[src/rtl/xfer_pkg.sv]
package xfer_pkg;

    localparam int unsigned XFER_DATA_W      = 16;
    localparam int unsigned XFER_ADDR_W      = 5;
    localparam int unsigned XFER_SYNC_STAGES = 2;

    typedef enum logic [1:0] {
        XS_WARMUP   = 2'd0,
        XS_INBOUND  = 2'd1,
        XS_OUTBOUND = 2'd2
    } xfer_state_e;

    // Cycles after reset during which edges are ignored: pipeline fill plus the delayed copy.
    function automatic int unsigned warmup_cycles(input int unsigned stages);
        return stages + 1;
    endfunction

endpackage

[src/rtl/xfer_sync.sv]
module xfer_sync #(
    parameter int unsigned WIDTH  = 23,
    parameter int unsigned STAGES = 2
) (
    input  logic             clk,
    input  logic             rst,
    input  logic [WIDTH-1:0] d,
    output logic [WIDTH-1:0] q
);
    logic [WIDTH-1:0] stage_q [STAGES];

    always_ff @(posedge clk) begin
        if (rst) begin
            for (int i = 0; i < int'(STAGES); i++) stage_q[i] <= '0;
        end else begin
            stage_q[0] <= d;
            for (int i = 1; i < int'(STAGES); i++) stage_q[i] <= stage_q[i-1];
        end
    end

    assign q = stage_q[STAGES-1];
endmodule

[src/rtl/xfer_bank.sv]
module xfer_bank #(
    parameter int unsigned DATA_W = 16,
    parameter int unsigned ADDR_W = 5
) (
    input  logic              clk,
    input  logic              rst,
    input  logic              we,
    input  logic [ADDR_W-1:0] waddr,
    input  logic [DATA_W-1:0] wdata,
    input  logic [ADDR_W-1:0] raddr,
    output logic [DATA_W-1:0] rdata
);
    localparam int unsigned WORDS = 1 << ADDR_W;

    logic [DATA_W-1:0] mem [WORDS];

    always_ff @(posedge clk) begin
        if (rst) begin
            for (int i = 0; i < int'(WORDS); i++) mem[i] <= '0;
        end else if (we) begin
            mem[waddr] <= wdata;
        end
    end

    assign rdata = mem[raddr];
endmodule

[src/rtl/xfer_fsm.sv]
module xfer_fsm
    import xfer_pkg::*;
#(
    parameter int unsigned DATA_W      = 16,
    parameter int unsigned ADDR_W      = 5,
    parameter int unsigned SYNC_STAGES = 2
) (
    input  logic              clk,
    input  logic              rst,
    input  logic              dir_s,
    input  logic              strobe_s,
    input  logic [ADDR_W-1:0] addr_s,
    input  logic [DATA_W-1:0] data_s,
    output logic              rx_we,
    output logic [ADDR_W-1:0] rx_waddr,
    output logic [DATA_W-1:0] rx_wdata,
    output logic              tx_fetch,
    output logic [ADDR_W-1:0] tx_raddr,
    input  logic [DATA_W-1:0] tx_rdata,
    output logic [DATA_W-1:0] out_data,
    output logic              out_en
);
    localparam int unsigned WARM  = warmup_cycles(SYNC_STAGES);
    localparam int unsigned CNT_W = $clog2(WARM + 1);

    xfer_state_e       state_q, state_d;
    logic [CNT_W-1:0]  warm_q;
    logic              strobe_d1_q;
    logic [DATA_W-1:0] out_q;
    logic              edge_seen, active;

    assign edge_seen = strobe_s ^ strobe_d1_q;
    assign active    = (state_q != XS_WARMUP);
    assign rx_we     = active && edge_seen && !dir_s;
    assign tx_fetch  = active && edge_seen && dir_s;
    assign rx_waddr  = addr_s;
    assign rx_wdata  = data_s;
    assign tx_raddr  = addr_s;

    always_comb begin
        state_d = state_q;
        if (state_q == XS_WARMUP) begin
            if (warm_q == CNT_W'(WARM - 1))
                state_d = dir_s ? XS_OUTBOUND : XS_INBOUND;
        end else begin
            state_d = dir_s ? XS_OUTBOUND : XS_INBOUND;
        end
    end

    always_ff @(posedge clk) begin
        if (rst) begin
            state_q     <= XS_WARMUP;
            warm_q      <= '0;
            strobe_d1_q <= 1'b0;
            out_q       <= '0;
        end else begin
            state_q     <= state_d;
            strobe_d1_q <= strobe_s;
            if (state_q == XS_WARMUP) warm_q <= warm_q + 1'b1;
            if (tx_fetch) out_q <= tx_rdata;
        end
    end

    assign out_data = out_q;
    assign out_en   = (state_q == XS_OUTBOUND);
endmodule

[src/rtl/strobe_xfer_ctrl.sv]
module strobe_xfer_ctrl
    import xfer_pkg::*;
#(
    parameter int unsigned DATA_W      = XFER_DATA_W,
    parameter int unsigned ADDR_W      = XFER_ADDR_W,
    parameter int unsigned SYNC_STAGES = XFER_SYNC_STAGES
) (
    input  logic              clk,
    input  logic              rst,
    input  logic              ext_dir,
    input  logic              ext_strobe,
    input  logic [ADDR_W-1:0] ext_addr,
    input  logic [DATA_W-1:0] ext_data_in,
    output logic [DATA_W-1:0] ext_data_out,
    output logic              ext_data_oe,
    input  logic              tx_wr_en,
    input  logic [ADDR_W-1:0] tx_wr_addr,
    input  logic [DATA_W-1:0] tx_wr_data,
    input  logic [ADDR_W-1:0] rx_rd_addr,
    output logic [DATA_W-1:0] rx_rd_data
);
    localparam int unsigned PIN_W = 2 + ADDR_W + DATA_W;

    logic [PIN_W-1:0]  pins_raw, pins_s;
    logic              dir_s, strobe_s;
    logic [ADDR_W-1:0] addr_s;
    logic [DATA_W-1:0] data_s;
    logic              rx_we, tx_fetch;
    logic [ADDR_W-1:0] rx_waddr, tx_raddr;
    logic [DATA_W-1:0] rx_wdata, tx_rdata;

    // All pins share one pipeline so that address, data and strobe stay aligned.
    assign pins_raw = {ext_dir, ext_strobe, ext_addr, ext_data_in};

    xfer_sync #(.WIDTH(PIN_W), .STAGES(SYNC_STAGES)) u_sync (
        .clk (clk), .rst (rst), .d (pins_raw), .q (pins_s)
    );

    assign {dir_s, strobe_s, addr_s, data_s} = pins_s;

    xfer_fsm #(.DATA_W(DATA_W), .ADDR_W(ADDR_W), .SYNC_STAGES(SYNC_STAGES)) u_fsm (
        .clk      (clk),
        .rst      (rst),
        .dir_s    (dir_s),
        .strobe_s (strobe_s),
        .addr_s   (addr_s),
        .data_s   (data_s),
        .rx_we    (rx_we),
        .rx_waddr (rx_waddr),
        .rx_wdata (rx_wdata),
        .tx_fetch (tx_fetch),
        .tx_raddr (tx_raddr),
        .tx_rdata (tx_rdata),
        .out_data (ext_data_out),
        .out_en   (ext_data_oe)
    );

    xfer_bank #(.DATA_W(DATA_W), .ADDR_W(ADDR_W)) u_rx_bank (
        .clk (clk), .rst (rst),
        .we (rx_we), .waddr (rx_waddr), .wdata (rx_wdata),
        .raddr (rx_rd_addr), .rdata (rx_rd_data)
    );

    xfer_bank #(.DATA_W(DATA_W), .ADDR_W(ADDR_W)) u_tx_bank (
        .clk (clk), .rst (rst),
        .we (tx_wr_en), .waddr (tx_wr_addr), .wdata (tx_wr_data),
        .raddr (tx_raddr), .rdata (tx_rdata)
    );
endmodule

[config.mk]
export PLATFORM = sky130hd
export DESIGN_NAME = strobe_xfer_ctrl
export DESIGN_NICKNAME = d
export VERILOG_FILES = /design/src/rtl/xfer_pkg.sv /design/src/rtl/xfer_sync.sv /design/src/rtl/xfer_bank.sv /design/src/rtl/xfer_fsm.sv /design/src/rtl/strobe_xfer_ctrl.sv
export SDC_FILE = /design/constraint.sdc
export NUM_CORES = 1
export LEC_CHECK = 0
export BUFFER_PORTS_ARGS = -buffer_cell sky130_fd_sc_hd__buf_4
export CORE_MARGIN = 2
export CORE_UTILIZATION = 55
export CTS_BUF_LIST = sky130_fd_sc_hd__clkbuf_8
export CTS_CLUSTER_SIZE = 20
export DETAILED_ROUTE_END_ITERATION = 6
export HOLD_SLACK_MARGIN = 0.15
export MAX_ROUTING_LAYER = met4
export PLACE_DENSITY = 0.71
export SLEW_MARGIN = 5
export SYNTH_ARGS = -nofsm -noshare
export SYNTH_HDL_FRONTEND = slang
export SYNTH_SLANG_ARGS = --single-unit
[constraint.sdc]
create_clock -name clk -period 4.73 [get_ports clk]
set_clock_uncertainty 0.1 [all_clocks]
set_input_delay 0.946 -clock clk [delete_from_list [all_inputs] [get_ports clk]]
set_output_delay 0.946 -clock clk [all_outputs]
set_load 0.005 [all_outputs]
==> flow_metrics.py <==
metrics = {
    "run_status": {
        "outcome": "complete, no violations",
    },
    "yosys": {
        "synth_area_per_cell_sq_um": 15.3,
        "synthCells": 3190,
        "synth_ff_type": "edfxtp_1",
        "synth.largest_area_cell": "edfxtp_1",
        "synth_top_cell_area_share_pct": 63.1,
        "ys_seq_elements": 1091,
        "yosysSeqAreaShare_pct": 65.8,
        "yosysWarnings": 0,
        "syn-cell-area_sq_um": 48700,
        "ys_top_cells_by_area": "edfxtp_1 (63%), and2_1 (13%), mux4_2 (9.9%)",
        "ys_types": 49,
        "synthArstFlopShare_pct": 0,
        "syn_nets": 3243,
        "synth_edf_count": 1024,
    },
    "floorplan": {
        "fp.coreArea_sq_um": 88100,
        "rows": 109,
        "die_w_microns": 302,
        "io_pins": 85,
        "die_height_microns": 302,
        "fp.dieArea_sq_um": 91000,
        "start_util_pct": 55.3,
    },
    "detailed_routing": {
        "m1WireLength_microns": 50300,
        "drc": 0,
        "wirelength_microns": 131000,
        "wl_met3_microns": 12300,
        "drtIter0Drc": 3760,
        "top_layer": "met4",
        "wire_per_inst_microns": 28.5,
        "final_antenna_net_count": 0,
        "viasPerCell": 6.10,
        "vias": 28000,
        "drt_first_pass_iters": 6,
        "wl_met2_microns": 64100,
    },
    "worst_hold_path": {
        "hp-class": "primary input to flop",
        "min_from": "ext_data_in[5]",
        "hold_path_depth": 2,
        "hold_end": "u_sync.stage_q[0][5]",
    },
    "timing": {
        "grt_setup_unrepaired": "no",
        "worst_pin_slew_ns": 1.23,
        "slew-limit-headroom_pct": 18.0,
        "period_share_pct": 85.4,
        "fmax_mhz": 248,
        "hold_viol_final": 0,
        "period_needed_ns": 4.04,
        "tns_ns": 0,
        "finalSetupViolCount": 0,
        "drv_slew": 0,
    },
    "power_and_ir_drop": {
        "ir_drop_mv": 0.281,
        "cellPowerDensity_nw_per_um2": 373,
        "p_total_mw": 20.1,
        "p_leak_nw": 19.3,
    },
    "setup_path": {
        "path_class": "primary input to primary output",
        "r2r-end": "u_fsm.out_data[12]",
        "rr_worst_depth": 5,
        "critPathMaxFanout": 24,
        "r2r-start": "u_sync.stage_q[0][39]",
        "crit_start": "rx_rd_addr[0]",
        "worstPathRequired_ns": 3.68,
        "rrSetupSlack_ns": 1.35,
        "cp-end-kind": "primary output",
        "worst_ep_arrival_time_ns": 2.99,
        "cp-start-kind": "primary input",
    },
    "placement": {
        "io_buffers": 84,
        "place_congestion": 0.954,
        "dp_cells": 4273,
        "dp_hpwl_microns": 83300,
    },
    "cts": {
        "cts-root-buf": "clkbuf_8",
        "path_clk_slew_ns": 0.06,
        "post_cts_resized": 0,
        "cts_sinks": 1091,
        "cts_tree": "yes",
        "htree_levels": 4,
        "clk_latency_ns": 0.87,
        "clockBufferDepth": 3,
        "cts_post_setup_buffers_inserted": 0,
        "cts_made_buffers": 176,
        "cts_hold_buf": 0,
    },
    "final_layout": {
        "final_nets": 3339,
        "nFillCells": 6546,
        "area_growth_pct": 10.4,
        "finalNonFillerCells": 4592,
        "multi_input_area_sq_um": 15500,
        "drive_gt1_share_pct": 20.8,
        "seq_area_sq_um": 32100,
    },
    "global_routing": {
        "grt_antenna_before_repair": 7,
        "grt_pass1_wl_microns": 190000,
        "grt_pass1_vias": 27900,
        "grt_max_degree": 78,
        "gr-total-overflow": 0,
        "track_usage_pct": 30.1,
    },
    "flow_run": {
        "drv_cap": 0,
    },
}
## sequential cells by signal, indices dropped and copies added (netlist names)
| signal | flops |
|---|---|
| u_sync.stage_q | 46 |
| u_fsm.warm_q | 2 |
| u_rx_bank.mem | 512 |
| u_fsm.strobe_d1_q | 1 |
| u_fsm.out_data | 16 |
| u_fsm.state_q | 2 |
| u_tx_bank.mem | 512 |
## logic make-up after synthesis
logic type	Yosys count	synth area share [%]
and+or+nand+nor	1326	16.6
adders and majority gates	1	0.0257
xor gates and xnor gates	2	0.0360
DFF	1091	65.8
AOI/OAI and AO/OA	134	2.02
buffers and inverters	273	2.37
muxes	363	13.1
## power by group
group	internal (mW)	switching (mW)	total [mW]
clock network	3.88	3.76	7.64
registers	11.0	0.180	11.1
logic	0.484	0.796	1.28
total	15.3	4.74	20.1
## cell usage after synthesis (2+ instances only)
cell type,n
nand2_1,10
or2_2,72
a311oi_1,14
nor3_2,4
clkbuf_1,202
nand3b_1,6
nand4_1,2
edfxtp_1,1024
nor4_1,11
mux4_2,214
nor2b_1,53
inv_1,3
a211oi_1,12
buf_6,2
nor3_1,3
o21a_1,16
and2_1,1026
mux2_2,4
nand2b_1,5
xnor2_1,2
buf_1,12
or4b_1,3
and3_1,5
buf_4,20
a22oi_1,37
nor2_1,98
a221oi_1,3
nand3_1,7
or3_1,6
mux2i_1,142
nand4b_1,4
buf_2,33
mux4_1,3
dfxtp_1,67
o221ai_1,9
nand4bb_1,2
o22ai_1,42
## final cells by class
type	instances	area share (%)
Clock buffer	184	4.71
Sequential cell	1091	59.6
Clock inverter	133	1.34
Antenna cell	2	0.00930
Tap cell	1165	2.71
Multi-Input combinational cell	1826	28.8
Inverter	3	0.0209
Timing Repair Buffer	188	2.77
## worst max-delay path by stage
stage,endpoint,slack [ns],cells past startpoint
6_report,rx_rd_data[12],0.69,8
3_3_place_gp,rx_rd_data[15],0.58,5
2_1_floorplan,rx_rd_data[10],1.12,5
4_1_cts,rx_rd_data[15],0.49,5
3_5_place_dp,rx_rd_data[15],0.50,5
5_1_grt,rx_rd_data[13],0.50,8
## stage by stage
stage          hold slack, ns  util [%]  worst slack (ns)  area, sq um
6_report                0.234      61.1             0.691        53800
5_1_grt                 0.210      61.1             0.501        53800
4_1_cts                 0.175      61.1             0.485        53800
3_5_place_dp            0.323      57.4             0.497        50600
3_3_place_gp            0.330      57.4             0.577        50600
2_1_floorplan           0.314         -              1.12        48700
## worst max-delay path, stage by stage
cell and delay (ns):
clkbuf_8 0.22, buf_12 0.25, buf_12 0.21, mux4_2 0.51
mux2i_1 0.34, a22oi_1 0.15, o21a_1 0.18, buf_4 0.14
## per-layer routing
metal	GRT usage [%]	vias to the layer above
met4	10.3	0
met1	40.0	14300
met2	47.4	1563
li1	-	11900
met5	-	-
met3	5.36	245
## cells in the final DEF (no fill, tap or decap), types with 5 or more instances in the layout
master | Yosys | routed
inv_1 | 3 | 65
edfxtp_1 | 1024 | 1024
buf_12 | 0 | 6
nor2b_1 | 53 | 52
o21a_1 | 16 | 16
nor2_1 | 98 | 98
mux2i_1 | 142 | 142
bufinv_16 | 0 | 5
inv_6 | 0 | 5
clkinv_2 | 0 | 20
a311oi_1 | 14 | 14
or2_2 | 72 | 72
and3_1 | 5 | 5
nand2_1 | 10 | 10
a211oi_1 | 12 | 12
dfxtp_1 | 67 | 63
o221ai_1 | 9 | 9
buf_4 | 20 | 181
mux4_2 | 214 | 214
a22oi_1 | 37 | 37
nor4_1 | 11 | 11
clkbuf_8 | 0 | 185
nand2b_1 | 5 | 5
or3_1 | 6 | 6
clkinv_1 | 0 | 35
and2_1 | 1026 | 1026
nand3_1 | 7 | 7
nand3b_1 | 6 | 6
o22ai_1 | 42 | 42
Note: power is estimated with default switching activity, not from simulation.
